[src/rtl/lsa_pkg.sv]
package lsa_pkg;
  typedef enum logic [1:0] {
    ACC_BYTE = 2'd0,
    ACC_HALF = 2'd1,
    ACC_WORD = 2'd2
  } acc_sz_e;
endpackage

[src/rtl/lsa_ea_gen.sv]
module lsa_ea_gen
  import lsa_pkg::*;
#(
  parameter int ADDR_W = 32,
  parameter int OFFS_W = 16,
  parameter int LB     = 2
) (
  input  logic [ADDR_W-1:0] base,
  input  logic [OFFS_W-1:0] offs,
  input  logic [1:0]        size,
  output logic [ADDR_W-1:0] word_addr,
  output logic [LB-1:0]     lane_off,
  output logic              misal
);
  logic [ADDR_W-1:0] offs_sx;
  logic [ADDR_W-1:0] ea;

  // two's complement offset widened before the add
  assign offs_sx   = {{(ADDR_W-OFFS_W){offs[OFFS_W-1]}}, offs};
  assign ea        = base + offs_sx;
  assign word_addr = {ea[ADDR_W-1:LB], {LB{1'b0}}};
  assign lane_off  = ea[LB-1:0];

  // natural alignment per size
  always_comb begin
    case (size)
      ACC_BYTE: misal = 1'b0;
      ACC_HALF: misal = ea[0];
      default:  misal = |ea[LB-1:0];
    endcase
  end
endmodule

[src/rtl/lsa_store_fmt.sv]
module lsa_store_fmt
  import lsa_pkg::*;
#(
  parameter int DATA_W = 32,
  localparam int NL    = DATA_W / 8,
  localparam int LB    = $clog2(NL),
  localparam int HB    = LB - 1
) (
  input  logic [1:0]        size,
  input  logic              big_end,
  input  logic [LB-1:0]     lane_off,
  input  logic [DATA_W-1:0] wdata,
  output logic [NL-1:0]     be,
  output logic [DATA_W-1:0] wword
);
  logic [LB-1:0] byte_lane;
  logic [HB-1:0] hidx;
  logic [HB-1:0] pair;

  assign byte_lane = big_end ? (LB'(NL-1) - lane_off) : lane_off;
  assign hidx      = lane_off[LB-1:1];
  assign pair      = big_end ? (HB'(NL/2-1) - hidx) : hidx;

  // One enable per lane: byte hits one lane, halfword a lane pair, word all
  for (genvar g = 0; g < NL; g++) begin : g_lane
    assign be[g] = ((size == ACC_BYTE) && (byte_lane == LB'(g))) ||
                   ((size == ACC_HALF) && (pair == HB'(g/2))) ||
                   ((size != ACC_BYTE) && (size != ACC_HALF));
  end

  // Replicate sub-word data so every candidate lane carries it
  always_comb begin
    case (size)
      ACC_BYTE: wword = {NL{wdata[7:0]}};
      ACC_HALF: wword = {(NL/2){wdata[15:0]}};
      default:  wword = wdata;
    endcase
  end
endmodule

[src/rtl/lsa_load_ext.sv]
module lsa_load_ext
  import lsa_pkg::*;
#(
  parameter int DATA_W = 32,
  localparam int NL    = DATA_W / 8,
  localparam int LB    = $clog2(NL),
  localparam int HB    = LB - 1
) (
  input  logic [1:0]        size,
  input  logic              sgn,
  input  logic              big_end,
  input  logic [LB-1:0]     lane_off,
  input  logic [DATA_W-1:0] rword,
  output logic [DATA_W-1:0] result
);
  logic [LB-1:0] byte_lane;
  logic [HB-1:0] hidx;
  logic [HB-1:0] pair;
  logic [7:0]    bsel;
  logic [15:0]   hsel;

  assign byte_lane = big_end ? (LB'(NL-1) - lane_off) : lane_off;
  assign hidx      = lane_off[LB-1:1];
  assign pair      = big_end ? (HB'(NL/2-1) - hidx) : hidx;
  assign bsel      = rword[{byte_lane, 3'b000} +: 8];
  assign hsel      = rword[{pair, 4'b0000} +: 16];

  always_comb begin
    case (size)
      ACC_BYTE: result = {{(DATA_W-8){sgn & bsel[7]}}, bsel};
      ACC_HALF: result = {{(DATA_W-16){sgn & hsel[15]}}, hsel};
      default:  result = rword;
    endcase
  end
endmodule

[src/rtl/lsa_pipe_reg.sv]
module lsa_pipe_reg #(
  parameter int W = 8
) (
  input  logic         clk,
  input  logic         rst_n,
  input  logic         in_valid,
  output logic         in_ready,
  input  logic [W-1:0] in_data,
  output logic         out_valid,
  input  logic         out_ready,
  output logic [W-1:0] out_data
);
  logic         full_q;
  logic [W-1:0] data_q;

  assign in_ready  = !full_q || out_ready;
  assign out_valid = full_q;
  assign out_data  = data_q;

  always_ff @(posedge clk) begin
    if (!rst_n) begin
      full_q <= 1'b0;
      data_q <= '0;
    end else if (in_valid && in_ready) begin
      full_q <= 1'b1;
      data_q <= in_data;
    end else if (out_ready) begin
      full_q <= 1'b0;
    end
  end

  // stalled result keeps its value
  a_r9_hold_stable: assert property (@(posedge clk) disable iff (!rst_n)
    (out_valid && !out_ready) |=> (out_valid && $stable(out_data)));

  // an accepted beat appears one cycle later
  a_r9_accept_shows: assert property (@(posedge clk) disable iff (!rst_n)
    (in_valid && in_ready) |=> (out_valid && (out_data == $past(in_data))));
endmodule

[src/rtl/lsalign_unit.sv]
module lsalign_unit
  import lsa_pkg::*;
#(
  parameter int ADDR_W = 32,
  parameter int OFFS_W = 16,
  parameter int DATA_W = 32,
  localparam int NL    = DATA_W / 8,
  localparam int LB    = $clog2(NL),
  localparam int ST_W  = ADDR_W + NL + DATA_W + 1,
  localparam int LD_W  = ADDR_W + DATA_W + 1
) (
  input  logic              clk,
  input  logic              rst_n,
  input  logic              big_end_i,
  input  logic              st_in_valid,
  output logic              st_in_ready,
  input  logic [1:0]        st_size,
  input  logic [ADDR_W-1:0] st_base,
  input  logic [OFFS_W-1:0] st_offs,
  input  logic [DATA_W-1:0] st_data,
  output logic              st_out_valid,
  input  logic              st_out_ready,
  output logic [ADDR_W-1:0] st_addr,
  output logic [NL-1:0]     st_be,
  output logic [DATA_W-1:0] st_wword,
  output logic              st_misal,
  input  logic              ld_in_valid,
  output logic              ld_in_ready,
  input  logic [1:0]        ld_size,
  input  logic              ld_signed,
  input  logic [ADDR_W-1:0] ld_base,
  input  logic [OFFS_W-1:0] ld_offs,
  input  logic [DATA_W-1:0] ld_rword,
  output logic              ld_out_valid,
  input  logic              ld_out_ready,
  output logic [ADDR_W-1:0] ld_addr,
  output logic [DATA_W-1:0] ld_result,
  output logic              ld_misal
);
  // ---------------- store channel ----------------
  logic [ADDR_W-1:0] st_wa_c;
  logic [LB-1:0]     st_off_c;
  logic              st_mis_c;
  logic [NL-1:0]     fmt_be;
  logic [DATA_W-1:0] fmt_word;

  lsa_ea_gen #(.ADDR_W(ADDR_W), .OFFS_W(OFFS_W), .LB(LB)) u_st_ea (
    .base(st_base), .offs(st_offs), .size(st_size),
    .word_addr(st_wa_c), .lane_off(st_off_c), .misal(st_mis_c)
  );

  lsa_store_fmt #(.DATA_W(DATA_W)) u_st_fmt (
    .size(st_size), .big_end(big_end_i), .lane_off(st_off_c),
    .wdata(st_data), .be(fmt_be), .wword(fmt_word)
  );

  lsa_pipe_reg #(.W(ST_W)) u_st_reg (
    .clk(clk), .rst_n(rst_n),
    .in_valid(st_in_valid), .in_ready(st_in_ready),
    .in_data({st_wa_c, fmt_be, fmt_word, st_mis_c}),
    .out_valid(st_out_valid), .out_ready(st_out_ready),
    .out_data({st_addr, st_be, st_wword, st_misal})
  );

  // ---------------- load channel (R10: no shared state) ----------------
  logic [ADDR_W-1:0] ld_wa_c;
  logic [LB-1:0]     ld_off_c;
  logic              ld_mis_c;
  logic [DATA_W-1:0] ld_res_c;

  lsa_ea_gen #(.ADDR_W(ADDR_W), .OFFS_W(OFFS_W), .LB(LB)) u_ld_ea (
    .base(ld_base), .offs(ld_offs), .size(ld_size),
    .word_addr(ld_wa_c), .lane_off(ld_off_c), .misal(ld_mis_c)
  );

  lsa_load_ext #(.DATA_W(DATA_W)) u_ld_ext (
    .size(ld_size), .sgn(ld_signed), .big_end(big_end_i),
    .lane_off(ld_off_c), .rword(ld_rword), .result(ld_res_c)
  );

  lsa_pipe_reg #(.W(LD_W)) u_ld_reg (
    .clk(clk), .rst_n(rst_n),
    .in_valid(ld_in_valid), .in_ready(ld_in_ready),
    .in_data({ld_wa_c, ld_res_c, ld_mis_c}),
    .out_valid(ld_out_valid), .out_ready(ld_out_ready),
    .out_data({ld_addr, ld_result, ld_misal})
  );

  // ---------------- checks on formatter / extractor ----------------
  a_r2_byte_one_lane: assert property (@(posedge clk) disable iff (!rst_n)
    (st_in_valid && (st_size == ACC_BYTE)) |-> ($countones(fmt_be) == 1));

  a_r4_word_all_lanes: assert property (@(posedge clk) disable iff (!rst_n)
    (st_in_valid && (st_size == ACC_WORD)) |-> (&fmt_be));

  a_r8_byte_never_misal: assert property (@(posedge clk) disable iff (!rst_n)
    ((st_in_valid && (st_size == ACC_BYTE)) || (ld_in_valid && (ld_size == ACC_BYTE)))
      |-> (!st_mis_c || st_size != ACC_BYTE) && (!ld_mis_c || ld_size != ACC_BYTE));

  a_r5_zero_fill: assert property (@(posedge clk) disable iff (!rst_n)
    (ld_in_valid && (ld_size == ACC_BYTE) && !ld_signed) |-> (ld_res_c[DATA_W-1:8] == '0));
endmodule

[config.mk]
export PLATFORM = sky130hd
export DESIGN_NAME = lsalign_unit
export DESIGN_NICKNAME = d
export VERILOG_FILES = /design/src/rtl/lsa_pkg.sv /design/src/rtl/lsa_ea_gen.sv /design/src/rtl/lsa_store_fmt.sv /design/src/rtl/lsa_load_ext.sv /design/src/rtl/lsa_pipe_reg.sv /design/src/rtl/lsalign_unit.sv
export SDC_FILE = /design/constraint.sdc
export NUM_CORES = 1
export LEC_CHECK = 0
export BUFFER_PORTS_ARGS = -buffer_cell sky130_fd_sc_hd__buf_4
export CORE_ASPECT_RATIO = 0.6
export CORE_MARGIN = 5
export CORE_UTILIZATION = 51
export DETAILED_ROUTE_END_ITERATION = 16
export GPL_TIMING_DRIVEN = 0
export PLACE_DENSITY = 0.82
export SLEW_MARGIN = 15
export SYNTH_ARGS = -nofsm -noshare
export SYNTH_HDL_FRONTEND = slang
export SYNTH_SLANG_ARGS = --single-unit
[constraint.sdc]
create_clock -name clk -period 4.8 [get_ports clk]
set_clock_uncertainty 0.1 [all_clocks]
set_input_delay 1.2 -clock clk [delete_from_list [all_inputs] [get_ports clk]]
set_output_delay 1.2 -clock clk [all_outputs]
set_load 0.01 [all_outputs]
==> impl_metrics.py, run 1 <==
metrics = {
    "floorplanning": {
        "io_pins": 310,
        "die_area_sq_mm": 0.0197,
        "rows": 36,
        "chipWidth_um": 178,
        "die_h_um": 111,
        "core_area_sq_mm": 0.0164,
        "start_util": 0.526,
    },
    "timing": {
        "finalCritPeriodShare": 0.813,
        "slew_violations": 0,
        "max_slew_margin": 0.440,
        "max_slew.worst_pin.slew_ps": 834,
        "setup-tns-final_ps": 0,
        "min_period_ps": 3900,
        "setup_viol": 0,
        "hold_viol_final": 0,
        "rsz0062_at_grt": "no",
        "timing.fmax_mhz": 256,
        "fin_ws_ps": 898,
        "hold_ws_ps": 351,
    },
    "worst_setup_path": {
        "crit_required_ps": 5010,
        "critical_path.max_stage_delay_ps": 580,
        "crit_slowest_cell": "mux4_2",
        "critPathKind": "input pin to flip-flop",
        "crit_chain": "buf_4 -> ha_1 -> inv_1 -> fa_1 -> xnor2_2 -> mux4_2 -> nand2b_1 -> nand2_1 -> a31o_2 -> buf_2 -> a21oi_1 -> nor2_1",
        "cp_max_fo": 10,
        "crit_path_start_kind": "input pin",
        "end_kind": "flip-flop",
        "worstPathArrival_ps": 4110,
    },
    "final_layout": {
        "fin_cells": 1706,
        "fin_util": 0.718,
        "finalInstanceArea_sq_mm": 0.0118,
        "layout.nets": 1701,
        "drive_gt1_frac": 0.241,
        "synthToLayoutAreaGrowth_pct": 36.5,
        "diodes": 0,
    },
    "placed_design": {
        "port_buffers": 303,
        "placed_area_sq_mm": 0.0112,
        "gp_congestion": 0.975,
        "dp_hpwl_mm": 25.5,
        "placed_cells": 1674,
        "post-place-ws_ps": 510,
    },
    "yosys": {
        "synth.area.top_cells": "dfxtp_1, a21oi_1, ha_1",
        "syn_area_sq_mm": 0.00862,
        "syn_area_per_cell_sq_um": 7.56,
        "synth_most_common_cell": "nand2_1",
        "yosys.area.top_type": "dfxtp_1",
        "async_reset_ff_frac": 0,
        "syn_inst": 1140,
        "synth_commonest_cells": "nand2_1, a21oi_1, dfxtp_1, o21ai_0, nor2_1",
        "ys_seq_elements": 132,
        "ys_warn_count": 0,
        "synth_cell_types": 65,
        "yosys.area.top_type_share": 0.307,
        "yosysSeqAreaShare": 0.307,
        "synthFlopType": "dfxtp_1",
        "synth_edf_count": 0,
    },
    "grt": {
        "antenna_found_initial": 0,
        "grt_pass1_wl_mm": 49.3,
        "track_usage": 0.309,
        "grt_max_degree": 18,
        "overflow": 0,
        "grt_pass1_vias": 9136,
    },
    "routing": {
        "routed_via_density": 5.84,
        "vias": 9968,
        "route.antenna.remaining_nets": 0,
        "first_pass_iters": 6,
        "drt_iter0_markers": 1077,
        "wire_per_inst_um": 18.8,
        "wirelength_mm": 32.1,
        "drc_errors": 0,
    },
    "clock_tree": {
        "post_cts_resized": 0,
        "clkSinkCount": 132,
        "cts_tree": "yes",
        "numCtsBuffers": 17,
        "cts_root_buf": "clkbuf_16",
        "post_cts_buffers": 0,
        "cts-htree-levels": 4,
        "clockBufferDepth": 2,
        "ctsHoldBuffers": 0,
        "clock_latency_ps": 410,
        "path_clk_slew_ps": 70,
    },
    "power": {
        "irDropWorstVdd_mv": 0.222,
        "total_power_mw": 3.72,
        "cellPowerDensity_mw_per_mm2": 316,
        "p_leak_nw": 5.39,
    },
    "outcome": {
        "outcome": "finished, final reports clean",
    },
    "job": {
        "maxCapViolCount": 0,
    },
    "hold_path": {
        "hold_class": "flip-flop to flip-flop",
    },
}
==> per-layer routing <==
layer / global-route usage / up-vias / routed length (um)
li1: - / 4771 / -
met1: 0.451 / 4649 / 14500
met2: 0.453 / 502 / 13500
met3: 0.0818 / 46 / 3450
met4: 0.0762 / 0 / 664
met5: 0 / - / 0
==> power by group <==
| group | switching (mW) | internal, mW | leakage [nW] | total [mW] |
|---|---|---|---|---|
| registers | 0.0550 | 1.20 | 1.09 | 1.25 |
| logic | 0.657 | 0.521 | 4.03 | 1.18 |
| clock network | 0.557 | 0.730 | 0.268 | 1.29 |
| total | 1.27 | 2.45 | 5.39 | 3.72 |
==> sequential cells by signal, indices dropped and copies added, names as in the netlist <==
name	count
u_st_reg.out_data	67
u_ld_reg.out_data	63
u_ld_reg.out_valid	1
u_st_reg.out_valid	1
==> path summary, 6_finish.rpt <==
path | startpoint | endpoint | slack [ps] | depth (start not counted)
hold / removal | u_ld_reg.out_data[48] | u_ld_reg.out_data[48] | 350 | 2
setup reg to reg | u_ld_reg.out_valid | u_ld_reg.out_data[9] | 2440 | 6
setup / recovery | ld_base[0] | u_ld_reg.out_data[29] | 900 | 12
hold reg to reg | u_ld_reg.out_data[48] | u_ld_reg.out_data[48] | 350 | 2
==> cell usage in the layout, fill, tap and decap left out, types with 5 or more instances in the layout <==
| cell | instances |
|---|---|
| o21a_1 | 13 |
| a21oi_1 | 159 |
| nor3_1 | 16 |
| o211ai_1 | 7 |
| buf_4 | 307 |
| nand4_1 | 13 |
| a21o_1 | 27 |
| xnor2_1 | 31 |
| dfxtp_1 | 132 |
| a311oi_1 | 8 |
| mux2i_1 | 18 |
| nor2b_1 | 7 |
| a221oi_1 | 15 |
| a211oi_1 | 19 |
| nand2_1 | 190 |
| nand2b_1 | 14 |
| o21bai_1 | 7 |
| o21ai_1 | 14 |
| ha_1 | 62 |
| buf_1 | 12 |
| and3_1 | 15 |
| clkbuf_16 | 17 |
| clkbuf_1 | 48 |
| xor2_1 | 15 |
| inv_6 | 5 |
| a31oi_1 | 7 |
| a221o_1 | 5 |
| inv_1 | 23 |
| nor2_1 | 79 |
| or3_1 | 7 |
| nand3_1 | 28 |
| o21ai_0 | 89 |
==> area by class of cell <==
type                            count  area (sq um)
Multi-Input combinational cell    921          5630
Fill cell                        1408          4630
Clock buffer                       18           429
Inverter                           23          86.3
Sequential cell                   132          2640
Clock inverter                     14           144
Timing Repair Buffer              303          2270
Tap cell                          228           285
Buffer                             67           272
==> worst max-delay path: cells and delay by family <==
kind / cells / cell delay, ps
adders and majority gates: 2 / 710
muxes: 1 / 580
xor gates and xnor gates: 1 / 500
AOI/OAI and AO/OA: 2 / 450
buffers and inverters: 3 / 400
and+or+nand+nor: 3 / 260
==> cells by family after synthesis <==
| logic type | synth area share |
|---|---|
| and+or+nand+nor | 0.201 |
| AOI/OAI and AO/OA | 0.283 |
| DFF | 0.307 |
| adders and majority gates | 0.0946 |
| muxes | 0.0235 |
| xor gates and xnor gates | 0.0486 |
| buffers and inverters | 0.0415 |
| other | 0.000435 |
Power figures use the tool's default switching activity.
==> run 2, diff against run 1 <==
--- a/config.mk
+++ b/config.mk
@@ -5,13 +5,14 @@
 export SDC_FILE = /design/constraint.sdc
 export NUM_CORES = 1
 export LEC_CHECK = 0
+export ABC_AREA = 1
 export BUFFER_PORTS_ARGS = -buffer_cell sky130_fd_sc_hd__buf_4
 export CORE_ASPECT_RATIO = 0.6
 export CORE_MARGIN = 5
-export CORE_UTILIZATION = 51
+export CORE_UTILIZATION = 48
 export DETAILED_ROUTE_END_ITERATION = 16
 export GPL_TIMING_DRIVEN = 0
-export PLACE_DENSITY = 0.82
+export PLACE_DENSITY = 0.78
 export SLEW_MARGIN = 15
 export SYNTH_ARGS = -nofsm -noshare
 export SYNTH_HDL_FRONTEND = slang
==> constraint.sdc (replaced) <==
create_clock -name clk -period 3.5 [get_ports clk]
set_clock_uncertainty 0.1 [all_clocks]
set_input_delay 0.875 -clock clk [delete_from_list [all_inputs] [get_ports clk]]
set_output_delay 0.875 -clock clk [all_outputs]
set_load 0.01 [all_outputs]
==> run 2 against run 1 <==
  * Area after synthesis is 22% higher
  * Total power increased by 51%
  * Critical path type unchanged
  * Non-clock buffer count down 14
  * Die area grew 27%
  * Combinational power increased by 58%
  * First-iteration DRC count up 16%
  * Hold slack better by 22 ps
  * Clock-buffer cell count is 1 lower
  * Cell count up 43%
  * Via count up 27%
  * Global-route usage increased by 1.5 points
  * Design area up 17%
==> impl_metrics.py, run 2 <==
metrics = {
    "placed_design": {
        "gp_congestion": 1.05,
        "placed_cells": 2406,
        "dp_hpwl_mm": 34.4,
        "placed_area_sq_mm": 0.0131,
        "port_buffers": 301,
    },
    "yosys": {
        "ys_seq_elements": 132,
        "synthXorXnorAreaFrac": 0.0266,
        "synth_mux_area_frac": 0,
        "yosysSeqAreaShare": 0.252,
        "yosys.area.top_type": "dfxtp_1",
        "synth_edf_count": 0,
        "synth_cell_types": 41,
        "ys_warn_count": 0,
        "syn_area_per_cell_sq_um": 5.75,
        "synthAdderAreaFrac": 0.0778,
        "synth_top_family_by_area": "simple AND/OR/NAND/NOR gates",
        "synth-compound-area-share": 0.128,
        "synth_commonest_cells": "nand2_1, inv_1, nor2_1, dfxtp_1, nand3_1",
        "syn_area_sq_mm": 0.0105,
        "yosys.area.top_type_share": 0.252,
        "synth.area.top_cells": "dfxtp_1, nand2_1, inv_1",
        "synth_most_common_cell": "nand2_1",
        "async_reset_ff_frac": 0,
        "syn_inst": 1823,
        "synthFlopType": "dfxtp_1",
        "synthSimpleGateAreaFrac": 0.374,
    },
    "clock_tree": {
        "post_cts_buffers": 0,
        "cts-htree-levels": 4,
        "ctsHoldBuffers": 0,
        "numCtsBuffers": 17,
        "clock_latency_ps": 440,
        "cts_tree": "yes",
        "clockBufferDepth": 2,
        "post_cts_resized": 0,
        "clkSinkCount": 132,
        "path_clk_slew_ps": 70,
        "cts_root_buf": "clkbuf_16",
    },
    "power": {
        "p_comb_frac": 0.333,
        "p_switching_mw": 2.06,
        "sw_frac_of_total": 0.369,
        "irDropWorstVdd_mv": 0.327,
        "internal-power_mw": 3.53,
        "power_frac_clock": 0.358,
        "seq_power_share": 0.309,
        "cellPowerDensity_mw_per_mm2": 407,
        "p_leak_nw": 8.04,
    },
    "worst_setup_path": {
        "worstPathArrival_ps": 3220,
        "crit_slowest_cell": "fa_1",
        "reg2reg_to": "u_ld_reg.out_data[50]",
        "crit_path_start_kind": "input pin",
        "critPathMostFrequentCell": "inv_1",
        "r2r_cells": 7,
        "worstReg2RegStart": "u_ld_reg.out_valid",
        "critPathKind": "input pin to flip-flop",
        "cp_max_fo": 8,
        "crit_chain": "buf_4 -> ha_1 -> inv_1 -> fa_1 -> inv_1 -> nand2_2 -> nand2_4 -> inv_4 -> nand2_2 -> o21ai_2 -> inv_1 -> nand2_2 -> nand2_1 -> nand2_1 -> nand3_1 -> nand2_1 -> inv_1",
        "critical_path.max_stage_delay_ps": 660,
        "crit_required_ps": 3750,
        "rrSetupSlack_ps": 1370,
        "end_kind": "flip-flop",
    },
    "routing": {
        "vias": 12690,
        "drc_errors": 0,
        "route.antenna.remaining_nets": 0,
        "wirelength_mm": 42.0,
        "first_pass_iters": 5,
        "drt_iter0_markers": 1249,
        "routed_via_density": 5.21,
        "wire_per_inst_um": 17.2,
    },
    "job": {
        "maxCapViolCount": 0,
    },
    "floorplanning": {
        "rows": 41,
        "die_area_sq_mm": 0.0250,
        "chipWidth_um": 201,
        "die_h_um": 125,
        "start_util": 0.494,
        "core_area_sq_mm": 0.0212,
        "io_pins": 310,
    },
    "hold_path": {
        "min_path_cells": 2,
        "worstHoldStart": "u_st_reg.out_data[0]",
        "holdPathEnd": "u_st_reg.out_data[0]",
        "hold_class": "flip-flop to flip-flop",
    },
    "timing": {
        "slew_violations": 0,
        "hold_viol_final": 0,
        "max_slew.worst_pin.slew_ps": 965,
        "setup-tns-final_ps": 0,
        "finalCritPeriodShare": 0.851,
        "rsz0062_at_grt": "no",
        "timing.fmax_mhz": 336,
        "min_period_ps": 2980,
        "setup_viol": 0,
        "max_slew_margin": 0.350,
    },
    "grt": {
        "grt_pass1_vias": 11612,
        "overflow": 0,
        "grt_pass1_wl_mm": 64.8,
        "track_usage": 0.324,
        "grt_max_degree": 18,
        "antenna_found_initial": 0,
    },
    "final_layout": {
        "final_common_cell": "nand2_1",
        "drive_gt1_frac": 0.185,
        "fin_cells": 2438,
        "finalInstanceArea_sq_mm": 0.0137,
        "diodes": 0,
        "layout.nets": 2382,
        "final_cell_mix": "nand2_1, inv_1, buf_4",
        "largest_reg_flops": 67,
        "fin_util": 0.647,
        "synthToLayoutAreaGrowth_pct": 31.0,
    },
    "outcome": {
        "outcome": "finished, final reports clean",
    },
}
==> run 2: kinds of logic after synthesis <==
group / count (synthesis)
other: 1
AND/OR/NAND/NOR: 973
buffers and inverters: 380
adder cells (fa/ha/maj): 64
AO/OA/AOI/OAI: 242
flip-flops: 132
XOR/XNOR: 31
==> run 2: critical path: cells and delay by family <==
kind,cells,cell delay [ps]
buf+inv,6,490
compound gates,1,80
fa+ha+maj,2,870
simple gates,8,900
==> run 2: worst max-delay path by stage <==
stage	start	to	depth (start not counted)
final	ld_base[0]	u_ld_reg.out_data[10]	17
after global routing	ld_base[0]	u_ld_reg.out_data[10]	17
after CTS	ld_base[0]	u_ld_reg.out_data[10]	17
after detailed placement	ld_base[0]	u_ld_reg.out_data[10]	17
after global placement	ld_base[0]	u_ld_reg.out_data[11]	17
after floorplan	ld_base[0]	u_ld_reg.out_data[7]	13
==> run 2: metrics by stage <==
step           hold WS (ps)  setup slack (ps)  power (mW)
3_3_place_gp            354               182        3.55
4_1_cts                 370               610        5.58
5_1_grt                 390               458        5.89
6_report                373               522        5.59
3_5_place_dp            361               149        3.58
2_1_floorplan           390               760        2.80
==> run 2: cell type report <==
class                      instances  area, sq um
inverter                         325         1220
clock inverter                    15          210
buffer                            55          260
timing repair buffer             301         2260
clock buffer                      17          425
tap                              279          349
fill                            2058         7490
sequential                       132         2640
multi-input combinational       1314         6380
==> run 2: metal layers <==
metal / share of wire / global-route usage
met5: 0 / 0
met4: 0.018 / 0.0683
met3: 0.12 / 0.0890
met2: 0.40 / 0.465
met1: 0.46 / 0.483
==> run 2: power groups by stage <==
stage / Sequential, mW / Combinational [mW] / Clock (mW)
after floorplan: 1.81 / 0.993 / 0
after global placement: 1.76 / 1.80 / 0
after detailed placement: 1.76 / 1.82 / 0
after CTS: 1.73 / 1.83 / 2.02
after global routing: 1.74 / 2.05 / 2.10
final: 1.73 / 1.86 / 2.00
==> run 3, diff against run 2 <==
==> constraint.sdc (replaced) <==
create_clock -name clk -period 2.46 [get_ports clk]
set_clock_uncertainty 0.1 [all_clocks]
set_input_delay 0.615 -clock clk [delete_from_list [all_inputs] [get_ports clk]]
set_output_delay 0.615 -clock clk [all_outputs]
set_load 0.01 [all_outputs]
==> run 3 against run 2 <==
  * Register-to-register slack lost 1100 ps
  * Design area is essentially flat
  * Flip-flop and latch count is the same
  * Non-clock buffer count is the same
  * Routed wire length shrank 0.98%
  * Largest cell class unchanged
  * Global-route usage shrank 0.19 points
  * Cell count is essentially flat
  * Total power grew 39%
  * Highest routed layer is now met5
  * Sequential share of layout area is essentially flat
  * Core utilization is essentially flat
==> impl_metrics.py, run 3 (synthesized netlist as in run 2, its figures left out) <==
metrics = {
    "outcome": {
        "outcome": "finished, final reports clean",
    },
    "worst_setup_path": {
        "crit_path_end": "u_st_reg.out_data[57]",
        "r2r_cells": 7,
        "crit_chain": "buf_4 -> ha_1 -> inv_1 -> fa_1 -> inv_1 -> nand3_1 -> nand3_1 -> nand3_1 -> nand3_1 -> nand2_1 -> nand3_1 -> nand3_1 -> nand2_1 -> inv_1",
        "critPathKind": "input pin to flip-flop",
        "cp.depth": 14,
        "startpoint": "st_base[0]",
        "rrSetupSlack_ps": 300,
        "crit_required_ps": 2690,
        "crit_family": "simple AND/OR/NAND/NOR gates",
        "critPathMostFrequentCell": "nand3_1",
        "cp.buffers_inverters": 4,
        "crit_path_start_kind": "input pin",
        "crit_slowest_cell": "fa_1",
        "worstReg2RegStart": "u_ld_reg.out_valid",
        "reg2reg_to": "u_ld_reg.out_data[51]",
        "cp_max_fo": 4,
        "end_kind": "flip-flop",
        "critical_path.max_stage_delay_ps": 400,
        "worstPathArrival_ps": 2600,
    },
    "routing": {
        "drt_iter0_markers": 1288,
        "wirelength_mm": 41.6,
        "route.antenna.remaining_nets": 0,
        "first_pass_iters": 5,
        "vias": 12685,
        "drc_errors": 0,
        "wire_per_inst_um": 17.1,
        "routed_via_density": 5.21,
    },
    "final_layout": {
        "largest_reg_flops": 67,
        "final_common_cell": "nand2_1",
        "layout.nets": 2382,
        "synthToLayoutAreaGrowth_pct": 31.1,
        "final_cell_mix": "nand2_1, inv_1, buf_4",
        "diodes": 0,
        "fill_cells": 2049,
        "fin_util": 0.647,
        "drive_gt1_frac": 0.187,
    },
    "clock_tree": {
        "path_clk_slew_ps": 70,
        "clock_latency_ps": 440,
        "cts_root_buf": "clkbuf_16",
        "post_cts_buffers": 0,
        "clockBufferDepth": 2,
        "numCtsBuffers": 17,
        "cts-htree-levels": 4,
        "cts_tree": "yes",
        "clkSinkCount": 132,
    },
    "floorplanning": {
        "io_pins": 310,
        "chipWidth_um": 201,
        "rows": 41,
        "start_util": 0.494,
        "die_h_um": 125,
        "die_area_sq_mm": 0.0250,
        "core_area_sq_mm": 0.0212,
    },
    "timing": {
        "finalCritPeriodShare": 0.964,
        "setup_viol": 0,
        "min_period_ps": 2370,
        "slew_violations": 0,
        "max_slew.worst_pin.slew_ps": 944,
        "rsz0062_at_grt": "no",
        "hold_viol_final": 0,
        "max_slew_margin": 0.364,
        "fin_ws_ps": 89.5,
        "timing.fmax_mhz": 422,
    },
    "grt": {
        "track_usage": 0.322,
        "grt_max_degree": 18,
        "use_met3": 0.0960,
        "grt.busiest_layer": "met1",
        "groute.layer.met2.usage": 0.464,
        "overflow": 0,
        "grt_pass1_wl_mm": 64.4,
        "antenna_found_initial": 0,
        "met1_usage": 0.466,
        "grt_pass1_vias": 11749,
    },
    "job": {
        "maxCapViolCount": 0,
    },
    "placed_design": {
        "gp_congestion": 0.982,
        "post-place-ws_ps": -493,
        "port_buffers": 301,
        "dp_hpwl_mm": 33.8,
    },
    "power": {
        "total_power_mw": 7.79,
        "p_comb_frac": 0.338,
        "internal-power_mw": 4.91,
        "p_switching_mw": 2.88,
        "seq_power_share": 0.317,
        "irDropWorstVdd_mv": 0.568,
        "sw_frac_of_total": 0.370,
        "power_frac_clock": 0.345,
        "cellPowerDensity_mw_per_mm2": 567,
        "p_leak_nw": 8.02,
    },
    "hold_path": {
        "hold_class": "input pin to flip-flop",
    },
}
-- run 3: cell types whose count changed in the layout (fill, tap and decap cells not counted), moves of 2 or more --
| cell | change |
|---|---|
| inv_1 | -2 |
| clkinv_4 | +3 |
| inv_8 | -3 |
| inv_2 | +2 |
| buf_2 | -2 |
| inv_6 | +2 |
-- run 3: through the flow --
stage,cells,instance area (sq um),hold WS [ps],TNS (ps)
final,2437,13700,346,0
after global placement,2406,13100,355,-12240
after floorplan,1826,10500,390,0
after global routing,2437,13700,352,0
after detailed placement,2406,13100,361,-13040
after CTS,2437,13700,339,0
-- run 3: layout make-up --
cell class	instances	area, sq um	share of cell area
multi-input combinational	1314	6400	0.466
sequential	132	2640	0.192
timing repair buffer	301	2260	0.164
inverter	325	1220	0.0891
clock buffer	17	425	0.0309
tap	279	349	0.0254
buffer	55	277	0.0201
clock inverter	14	168	0.0122
-- run 3: power by group through the flow --
| stage | combinational, mW | clock (mW) | sequential (mW) |
|---|---|---|---|
| 6_report | 2.63 | 2.69 | 2.47 |
| 5_1_grt | 2.91 | 2.80 | 2.48 |
| 4_1_cts | 2.58 | 2.69 | 2.46 |
| 3_5_place_dp | 2.57 | 0 | 2.51 |
| 3_3_place_gp | 2.53 | 0 | 2.50 |
| 2_1_floorplan | 1.42 | 0 | 2.57 |
-- run 3: worst min path at each step --
stage,cells after the start,slack (ps),startpoint,endpoint
finish,3,350,st_data[22],u_st_reg.out_data[23]
global route,3,350,st_data[14],u_st_reg.out_data[15]
CTS,3,340,st_data[22],u_st_reg.out_data[23]
detailed placement,2,360,u_st_reg.out_data[33],u_st_reg.out_data[33]
global placement,2,350,u_st_reg.out_data[0],u_st_reg.out_data[0]
floorplan,2,390,u_st_reg.out_data[0],u_st_reg.out_data[0]
-- run 3: timing repair --
item	CTS	global route
pin swaps	0	2
cloned	0	0
setup endpoints to repair	7	22
resized for setup	1	8
hold endpoints to repair	0	0
hold buffers	0	0
-- run 3: worst min-delay path: stages --
cell and delay, ps:
buf_4 110, nand2_1 40, a31oi_1 70
-- run 3: layer usage --
metal | routed length, um | vias up
li1 | - | 6262
met1 | 18900 | 5715
met2 | 16700 | 651
met3 | 4950 | 55
met4 | 943 | 2
met5 | 55 | -
